==> config.mk <==
export PLATFORM = sky130hd
export DESIGN_NAME = turnfree_sram
export DESIGN_NICKNAME = d
export VERILOG_FILES = /design/src/rtl/turnfree_pkg.sv /design/src/rtl/turnfree_cmd.sv /design/src/rtl/turnfree_wq.sv /design/src/rtl/turnfree_array.sv /design/src/rtl/turnfree_sram.sv
export SDC_FILE = /design/constraint.sdc
export NUM_CORES = 2
export LEC_CHECK = 0
export BUFFER_PORTS_ARGS = -buffer_cell sky130_fd_sc_hd__buf_4
export CAP_MARGIN = 10
export CELL_PAD_IN_SITES_DETAIL_PLACEMENT = 1
export CELL_PAD_IN_SITES_GLOBAL_PLACEMENT = 1
export CORE_MARGIN = 5
export CORE_UTILIZATION = 30
export CTS_BUF_LIST = sky130_fd_sc_hd__clkbuf_16
export DETAILED_ROUTE_END_ITERATION = 7
export PLACE_DENSITY_LB_ADDON = 0.1
export SYNTH_ARGS = -nofsm -noshare
export SYNTH_HDL_FRONTEND = slang
export SYNTH_HIERARCHICAL = 1
export SYNTH_SLANG_ARGS = --single-unit
export TNS_END_PERCENT = 50
==> constraint.sdc <==
create_clock -name clk -period 6.1 [get_ports clk]
set_input_delay 0.915 -clock clk [delete_from_list [all_inputs] [get_ports clk]]
set_output_delay 0.915 -clock clk [all_outputs]
set_load 0.05 [all_outputs]
==> src/rtl/turnfree_pkg.sv <==
package turnfree_pkg;
  localparam int LANES  = 4;
  localparam int LANE_W = 9;
  localparam int WORD_W = LANES * LANE_W;

  typedef enum logic [1:0] {
    OP_IDLE = 2'd0,
    OP_RD   = 2'd1,
    OP_WR   = 2'd2
  } op_e;
endpackage

==> src/rtl/turnfree_cmd.sv <==
module turnfree_cmd
  import turnfree_pkg::*;
#(
  parameter int ADDR_W       = 6,
  parameter int BURST_LINEAR = 1
) (
  input  logic              clk,
  input  logic              rst_sync_n,
  input  logic [ADDR_W-1:0] addr,
  input  logic              adv_ld,
  input  logic              wr_n,
  input  logic [LANES-1:0]  bw_n,
  input  logic              ce_n,
  input  logic              ce_b,
  input  logic              ce_c,
  input  logic              pol_b,
  input  logic              pol_c,
  output op_e               op_a,
  output logic [ADDR_W-1:0] addr_a,
  output logic [LANES-1:0]  be_a
);
  op_e               op_q, op_d;
  logic [ADDR_W-1:0] addr_q, addr_d;
  logic [ADDR_W-1:0] base_q, base_d;
  logic [1:0]        cnt_q, cnt_d, cnt_step, low_nx;
  logic [LANES-1:0]  be_q, be_d;
  logic              sel_ok;

  assign sel_ok   = !ce_n && (ce_b == pol_b) && (ce_c == pol_c);
  assign cnt_step = cnt_q + 2'd1;

  generate
    if (BURST_LINEAR != 0) begin : g_linear
      assign low_nx = base_q[1:0] + cnt_step;
    end else begin : g_interleave
      assign low_nx = base_q[1:0] ^ cnt_step;
    end
  endgenerate

  always_comb begin
    be_d = ~bw_n;
    if (!adv_ld) begin
      op_d   = sel_ok ? (wr_n ? OP_RD : OP_WR) : OP_IDLE;
      addr_d = addr;
      base_d = addr;
      cnt_d  = 2'd0;
    end else begin
      op_d   = op_q;
      addr_d = {base_q[ADDR_W-1:2], low_nx};
      base_d = base_q;
      cnt_d  = cnt_step;
    end
  end

  always_ff @(posedge clk or negedge rst_sync_n) begin
    if (!rst_sync_n) begin
      op_q   <= OP_IDLE;
      addr_q <= '0;
      base_q <= '0;
      cnt_q  <= 2'd0;
      be_q   <= '0;
    end else begin
      op_q   <= op_d;
      addr_q <= addr_d;
      base_q <= base_d;
      cnt_q  <= cnt_d;
      be_q   <= be_d;
    end
  end

  assign op_a   = op_q;
  assign addr_a = addr_q;
  assign be_a   = be_q;
endmodule

==> src/rtl/turnfree_wq.sv <==
module turnfree_wq
  import turnfree_pkg::*;
#(
  parameter int ADDR_W = 6
) (
  input  logic              clk,
  input  logic              rst_sync_n,
  input  op_e               op_a,
  input  logic [ADDR_W-1:0] addr_a,
  input  logic [LANES-1:0]  be_a,
  output logic              b_wr,
  output logic [ADDR_W-1:0] b_addr,
  output logic [LANES-1:0]  b_be,
  output logic [LANES-1:0]  fwd_be
);
  logic              wr_d;
  logic              load_en;
  logic [ADDR_W-1:0] b_addr_q;
  logic [LANES-1:0]  b_be_q;
  logic              b_wr_q;

  assign wr_d    = (op_a == OP_WR);
  assign load_en = wr_d;

  always_ff @(posedge clk or negedge rst_sync_n) begin
    if (!rst_sync_n) begin
      b_wr_q <= 1'b0;
    end else begin
      b_wr_q <= wr_d;
    end
  end

  always_ff @(posedge clk or negedge rst_sync_n) begin
    if (!rst_sync_n) begin
      b_addr_q <= '0;
      b_be_q   <= '0;
    end else if (load_en) begin
      b_addr_q <= addr_a;
      b_be_q   <= be_a;
    end
  end

  assign b_wr   = b_wr_q;
  assign b_addr = b_addr_q;
  assign b_be   = b_be_q;
  assign fwd_be = (b_wr_q && (b_addr_q == addr_a)) ? b_be_q : '0;
endmodule

==> src/rtl/turnfree_array.sv <==
module turnfree_array
  import turnfree_pkg::*;
#(
  parameter int ADDR_W = 6
) (
  input  logic              clk,
  input  logic              wr_en,
  input  logic [ADDR_W-1:0] wr_addr,
  input  logic [LANES-1:0]  wr_be,
  input  logic [WORD_W-1:0] wr_data,
  input  logic [ADDR_W-1:0] rd_addr,
  output logic [WORD_W-1:0] rd_data
);
  localparam int DEPTH = 1 << ADDR_W;

  generate
    for (genvar l = 0; l < LANES; l++) begin : g_lane
      logic [LANE_W-1:0] mem [DEPTH];
      logic              lane_we;

      assign lane_we = wr_en && wr_be[l];

      always_ff @(posedge clk) begin
        if (lane_we) begin
          mem[wr_addr] <= wr_data[l*LANE_W +: LANE_W];
        end
      end

      assign rd_data[l*LANE_W +: LANE_W] = mem[rd_addr];
    end
  endgenerate
endmodule

==> src/rtl/turnfree_sram.sv <==
module turnfree_sram
  import turnfree_pkg::*;
#(
  parameter int ADDR_W       = 6,
  parameter int BURST_LINEAR = 1
) (
  input  logic              clk,
  input  logic              rst_n,
  input  logic [ADDR_W-1:0] addr,
  input  logic              adv_ld,
  input  logic              wr_n,
  input  logic [3:0]        bw_n,
  input  logic              ce_n,
  input  logic              ce_b,
  input  logic              ce_c,
  input  logic              pol_b,
  input  logic              pol_c,
  input  logic [35:0]       din,
  output logic [35:0]       dout,
  output logic              dout_en
);
  logic [1:0]        rst_pipe;
  logic              rst_sync_n;
  op_e               op_a;
  logic [ADDR_W-1:0] addr_a;
  logic [LANES-1:0]  be_a;
  logic              b_wr;
  logic [ADDR_W-1:0] b_addr;
  logic [LANES-1:0]  b_be;
  logic [LANES-1:0]  fwd_be;
  logic [WORD_W-1:0] rd_data;
  logic [WORD_W-1:0] dout_d, dout_q;
  logic              dout_ce;
  logic              oe_q;

  always_ff @(posedge clk or negedge rst_n) begin
    if (!rst_n) begin
      rst_pipe <= 2'b00;
    end else begin
      rst_pipe <= {rst_pipe[0], 1'b1};
    end
  end
  assign rst_sync_n = rst_pipe[1];

  turnfree_cmd #(.ADDR_W(ADDR_W), .BURST_LINEAR(BURST_LINEAR)) u_cmd (
    .clk(clk), .rst_sync_n(rst_sync_n), .addr(addr), .adv_ld(adv_ld),
    .wr_n(wr_n), .bw_n(bw_n), .ce_n(ce_n), .ce_b(ce_b), .ce_c(ce_c),
    .pol_b(pol_b), .pol_c(pol_c), .op_a(op_a), .addr_a(addr_a), .be_a(be_a)
  );

  turnfree_wq #(.ADDR_W(ADDR_W)) u_wq (
    .clk(clk), .rst_sync_n(rst_sync_n), .op_a(op_a), .addr_a(addr_a),
    .be_a(be_a), .b_wr(b_wr), .b_addr(b_addr), .b_be(b_be), .fwd_be(fwd_be)
  );

  turnfree_array #(.ADDR_W(ADDR_W)) u_array (
    .clk(clk), .wr_en(b_wr), .wr_addr(b_addr), .wr_be(b_be),
    .wr_data(din), .rd_addr(addr_a), .rd_data(rd_data)
  );

  generate
    for (genvar l = 0; l < LANES; l++) begin : g_merge
      assign dout_d[l*LANE_W +: LANE_W] = fwd_be[l] ? din[l*LANE_W +: LANE_W]
                                                    : rd_data[l*LANE_W +: LANE_W];
    end
  endgenerate

  assign dout_ce = (op_a == OP_RD);

  always_ff @(posedge clk or negedge rst_sync_n) begin
    if (!rst_sync_n) begin
      oe_q <= 1'b0;
    end else begin
      oe_q <= dout_ce;
    end
  end

  always_ff @(posedge clk or negedge rst_sync_n) begin
    if (!rst_sync_n) begin
      dout_q <= '0;
    end else if (dout_ce) begin
      dout_q <= dout_d;
    end
  end

  assign dout    = dout_q;
  assign dout_en = oe_q;
endmodule

======== After elaboration in Yosys (flattened, before gate mapping) ========
Memories as Yosys holds them, arrays and structs flattened. A register that Yosys moved wholly into a read port is not among the register bits.
Cells that the tools add are included.
operators by class
  equal/unequal tests ..................... 4
  bitwise operators ....................... 1
  add/subtract/negate cells ............... 2
  reductions and logical operators ........ 11
  mux-type cells .......................... 12
operators with widths
  operator                                                                number
  1-bit two-way mux                                                       8
  1-bit logical AND                                                       6
  2-bit two-way mux                                                       3
  6-bit two-way mux                                                       1
  1-bit logical NOT                                                       5
  4-bit NOT                                                               1
  2-bit by 1-bit adder with 2-bit output (second input constant)          1
  2-bit adder                                                             1
  1-bit equality test                                                     2
  2-bit by 1-bit equality test with 1-bit output (second input constant)  1
  2-bit equality test (second input constant)                             1
word-level totals
  logic and storage cells ................. 44
  input port bits ......................... 55
  memories ................................ 4
  register bits after elaboration ......... 34
  memory bits (writable) .................. 2304
  output and inout bits ................... 37
memories
  memory                 words  bits a word  rd ports  clocked after memory_dff  write ports  line                  text
  u_array.g_lane[0].mem  64     9            1         1                         1            turnfree_array.sv:18  logic [LANE_W-1:0] mem [DEPTH];
  u_array.g_lane[1].mem  64     9            1         1                         1            turnfree_array.sv:18
  u_array.g_lane[2].mem  64     9            1         1                         1            turnfree_array.sv:18
  u_array.g_lane[3].mem  64     9            1         1                         1            turnfree_array.sv:18

======== Depth between registers and ports, before layout ========
  depth after elaboration ................. 4
  depth in mapped cells ................... 12
  mapped depth without buffers ............ 7

======== Cells and area by module ========
The synthesis kept the hierarchy.
modules (own cells, without submodules)
  module          area an instance (um^2)  times used  cells an instance  sequential area each (um^2)
  turnfree_array  88312.2                  1           4030               69186.4
  turnfree_sram   2088.3                   1           121                975.9
  turnfree_cmd    744.5                    1           51                 500.5
  turnfree_wq     551.8                    1           40                 275.3

======== Worst setup path before layout ========
OpenSTA, ideal clock, no wires.
  kind .................................... register to register
  start ................................... register u_cmd.addr_q[0] (netlist: u_cmd/addr_a[0])
  end ..................................... register dout_q[15] (netlist: dout[15]) (read register of u_array.g_lane[1].mem)
  library setup time ...................... 0.125 ns
  stages on the path, launching flop included .. 12
  path buffers ............................ 4
  data required time ...................... 5.975 ns
  slack ................................... 3.375 ns
  period minus slack after synthesis ...... 2.725 ns
  data arrival time ....................... 2.600 ns
  path through ............................ dfrtp_1 buf_2 buf_6 buf_4 buf_2 mux4_2 a221oi_1 o21ai_0 nand2_1 nor2_1 mux2_1 mux2_4
RTL lines
  element                 line                 text
  from (decl)             turnfree_cmd.sv:23   logic [ADDR_W-1:0] addr_q, addr_d;
  from (signal assigned)  turnfree_cmd.sv:64   addr_q <= addr_d;
  to (decl)               turnfree_sram.sv:32  logic [WORD_W-1:0] dout_d, dout_q;

==> summary.log <==
[clock_tree] H-tree levels 5
[place] Buffers on Ports 91
[cells_and_area] most used cells in the layout excluding fill and tap cells sky130_fd_sc_hd__edfxtp_1, sky130_fd_sc_hd__mux4_2, sky130_fd_sc_hd__nor2_1, sky130_fd_sc_hd__clkbuf_16, sky130_fd_sc_hd__buf_4
[logic_synthesis] largest cells by area after synthesis sky130_fd_sc_hd__edfxtp_1, sky130_fd_sc_hd__mux4_2, sky130_fd_sc_hd__dfrtp_1
[worst_setup_path] endpoint required time on the critical path 6820 ps
[detailed_routing] drt first-iter violations 4,626
[global_route] via count of the first global-routing pass 47,623
[cells_and_area] NumNets Final 4,613
[logic_synthesis] Synth cell types 56
[die] initial cell density of the core 30.1%
[clock_tree] deepest clock path buffer count 4
[status] result of the run completed
[logic_synthesis] Mapped Area 91,700 um^2
[clock_tree] clock root buffer sky130_fd_sc_hd__clkbuf_16
[pwr] Power per Cell Area 368 nW/um^2
[cells_and_area] filler instances 29,609
[timing] f_max 0.219 GHz
[timing] final worst path period need 4570 ps
[clock_tree] CTS resizes 0
[detailed_routing] WL final 315,000 um
[global_route] initial antenna violation count 36
[detailed_routing] DRC errors left 0
[logic_synthesis] xor-xnor portion of the synthesized cell area 0.113%
[pwr] largest voltage drop on the vdd net 0.228 mV
[global_route] global-route usage over all layers 19.6%
[logic_synthesis] Net Count, Synth 4,298
[logic_synthesis] synthesized-area fraction occupied by adder cells 0.0136%
[logic_synthesis] area share of the largest cell type after synthesis 75.5%
[detailed_routing] number of detailed-route iterations in the first pass 5
[worst_setup_path] category of the worst setup path capture point flop
[die] area enclosed by the die boundary 317,000 um^2
[clock_tree] total clock buffers created by CTS 280
[die] I/O pin cnt 92
[place] hpwl dp 201,000 um
[clock_tree] clock sink count 2,374
[cells_and_area] most common cell after layout, fill and taps aside sky130_fd_sc_hd__edfxtp_1
[global_route] maximum number of pins on one net before global-route repair 93
[logic_synthesis] most area-hungry cell type in the Yosys netlist sky130_fd_sc_hd__edfxtp_1
[detailed_routing] Routed Antenna Nets 0
[die] Vert. Die Dim 563 um
[logic_synthesis] mux share of post-synthesis cell area 16.4%
[logic_synthesis] yosys warns 6
[logic_synthesis] Post-synth top flop sky130_fd_sc_hd__edfxtp_1
[logic_synthesis] number of storage elements in the synthesis netlist 2,374
[worst_setup_path] Max FO, Critical Path 80
[place] area of placed instances 98,000 um^2
[cells_and_area] Layout Area Growth over Synthesis 16.1%
[timing] setup TNS after final layout 0 ps
[place] Final Wtd Congestion 0.770
[clock_tree] clock transition at the register clock pins on the worst setup and hold paths after CTS 60 ps
[timing] slew of the pin with the lowest slew margin 1300 ps
[timing] unrepaired setup endpoints after global routing no
[logic_synthesis] mean instance size in the synthesized netlist 21.6 um^2
[logic_synthesis] simple-gate area share of the yosys netlist 2.51%
[timing] worst clock skew on the final layout 62.8 ps
[global_route] GRT Residual Overflow 0
[logic_synthesis] number of enable flip-flop cells after synthesis 2,304
[worst_setup_path] type of element launching the critical path flop
[detailed_routing] drt via density 5.16
[logic_synthesis] share of the synthesized area in compound gates (AO/OA/AOI/OAI) 2.25%
[cells_and_area] share of layout cells above drive strength 1 27.8%
[cells_and_area] Layout Utilization 34.9%
[die] horizontal die dimension 563 um
[timing] max-slew violation total from the final report 0
[timing] number of hold-slack violations in the final timing report 0
[worst_setup_path] arrival time at the worst endpoint 5290 ps
[pwr] Leak 33.3 nW
[worst_setup_path] startpoint-to-endpoint class of the critical path reg2reg
[die] Core Area 305,000 um^2
[run] Max-Cap Viols 0
[timing] tightest slew margin relative to the limit 13.2%
[global_route] wire length of the first global-routing pass 429,000 um
[logic_synthesis] Post-Syn Instances 4,242
[logic_synthesis] sequential share of the synthesized area 77.4%
[clock_tree] TritonCTS clock tree done
[clock_tree] insertion delay of the later-clocked pin in the worst-skew pair 860 ps
[cells_and_area] final design area excluding fillers 106,000 um^2
[logic_synthesis] largest family of logic cells by synthesized area multiplexers
[die] cell row count 203
[detailed_routing] total number of vias 45,803
[detailed_routing] routed len/inst 35.5 um
[min_path] path category of the worst min-delay check in2reg
[logic_synthesis] Post-synth ARST share 2.95%
[timing] count of endpoints failing setup in the final report 0
[timing] share of the cycle needed by the critical path after routing 74.9%
-- per-layer routing --
metal / vias to the layer above / share of wire (%) / global-route usage [%]
li1: 18375 / - / -
met5: - / 0.019 / 0
met4: 8 / 2.5 / 4.53
met2: 1274 / 47 / 31.5
met3: 411 / 4.8 / 2.98
met1: 25735 / 46 / 28.1
-- flip-flops by register name, summed over array words and instances, names as in the netlist --
| signal | flops |
|---|---|
| u_wq/b_wr | 1 |
| u_cmd/addr_a | 6 |
| u_cmd/be_a | 4 |
| u_cmd/cnt_q | 2 |
| u_wq/b_addr | 6 |
| u_cmd/base_q | 6 |
| dout | 36 |
| u_wq/b_be | 4 |
| rst_pipe | 2 |
| dout_en | 1 |
| u_array/g_lane.mem | 2304 |
| u_cmd/op_a | 2 |
-- path summary, 6_finish.rpt --
| path | from | to | slack, ps | depth (start not counted) |
|---|---|---|---|---|
| max in group asynchronous | rst_pipe[1]$_DFF_PN0_ | u_cmd/addr_a[2]$_DFF_PN0_ | 4200 | 1 |
| min in group asynchronous | rst_n | rst_pipe[1]$_DFF_PN0_ | 410 | 2 |
| worst max register to register | u_cmd/addr_a[2]$_DFF_PN0_ | dout[12]$_DFFE_PN0N_ | 1530 | 8 |
| worst min register to register | rst_pipe[0]$_DFF_PN0_ | rst_pipe[1]$_DFF_PN0_ | 350 | 0 |
| worst min-delay path | bw_n[0] | u_cmd/be_a[0]$_DFF_PN0_ | 310 | 2 |
| worst max-delay path | u_cmd/addr_a[2]$_DFF_PN0_ | dout[12]$_DFFE_PN0N_ | 1530 | 8 |
-- cells by family (layout without fill, tap and decap cells) --
family / count (synthesis) / in the layout
flops: 2374 / 2374
xor+xnor: 11 / 11
compound gates: 307 / 307
simple gates: 534 / 534
buf+inv: 255 / 775
other cells: 1 / 14
mux: 759 / 759
fa+ha+maj: 1 / 1
-- layout make-up --
type | count | area [um^2] | area share [%]
diodes | 13 | 32.5 | 0.0306
clock buffers | 285 | 7130 | 6.70
repair buffers | 281 | 2340 | 2.20
clock inverters | 202 | 1270 | 1.19
flip-flops and latches | 2374 | 71000 | 66.7
well taps | 4100 | 5130 | 4.82
inverters | 7 | 26.3 | 0.0247
multi-input cells | 1613 | 19600 | 18.4
-- per-stage QoR --
stage / power [W] / hold WS [ps] / setup WS (ps) / std cells
after floorplan: 0.0214 / 331 / 3370 / 4242
after global placement: 0.0240 / 342 / 1280 / 8365
after detailed placement: 0.0240 / 340 / 1390 / 8372
after CTS: 0.0398 / 246 / 1380 / 8860
after global routing: 0.0406 / 278 / 1400 / 8863
final: 0.0392 / 315 / 1530 / 8875
-- repair_timing --
item,in CTS,in global routing
hold buffers,1,0
endpoints found under the hold margin,2,0
endpoints found under the setup margin,0,0
setup buffers,0,0
-- synthesized netlist by cell type, types with 26 or more instances --
library cell               number
sky130_fd_sc_hd__edfxtp_1    2304
sky130_fd_sc_hd__clkbuf_1     118
sky130_fd_sc_hd__buf_4         30
sky130_fd_sc_hd__nand2_1      124
sky130_fd_sc_hd__mux2_2        31
sky130_fd_sc_hd__buf_2         70
sky130_fd_sc_hd__mux4_2       564
sky130_fd_sc_hd__mux2i_1       83
sky130_fd_sc_hd__a21oi_1       36
sky130_fd_sc_hd__dfrtp_1       70
sky130_fd_sc_hd__nor2_1       297
sky130_fd_sc_hd__mux2_4        55
sky130_fd_sc_hd__o22ai_1      155
sky130_fd_sc_hd__mux2_1        26
-- worst max-delay path, stage by stage, from the launching register on --
cell	delay (ps)
sky130_fd_sc_hd__dfrtp_4	840
sky130_fd_sc_hd__buf_12	570
sky130_fd_sc_hd__buf_4	520
sky130_fd_sc_hd__mux4_2	370
sky130_fd_sc_hd__mux2_2	300
sky130_fd_sc_hd__a221oi_1	1070
sky130_fd_sc_hd__nor3_1	100
sky130_fd_sc_hd__mux2_1	330
sky130_fd_sc_hd__mux2_4	250
-- where the power goes --
| part | switching, W | internal (W) | total [W] |
|---|---|---|---|
| Sequential | 0.000520 | 0.0181 | 0.0186 |
| Combinational | 0.00319 | 0.00173 | 0.00491 |
| Clock | 0.00669 | 0.00897 | 0.0157 |
No activity file was read; power rests on OpenSTA's default activity.
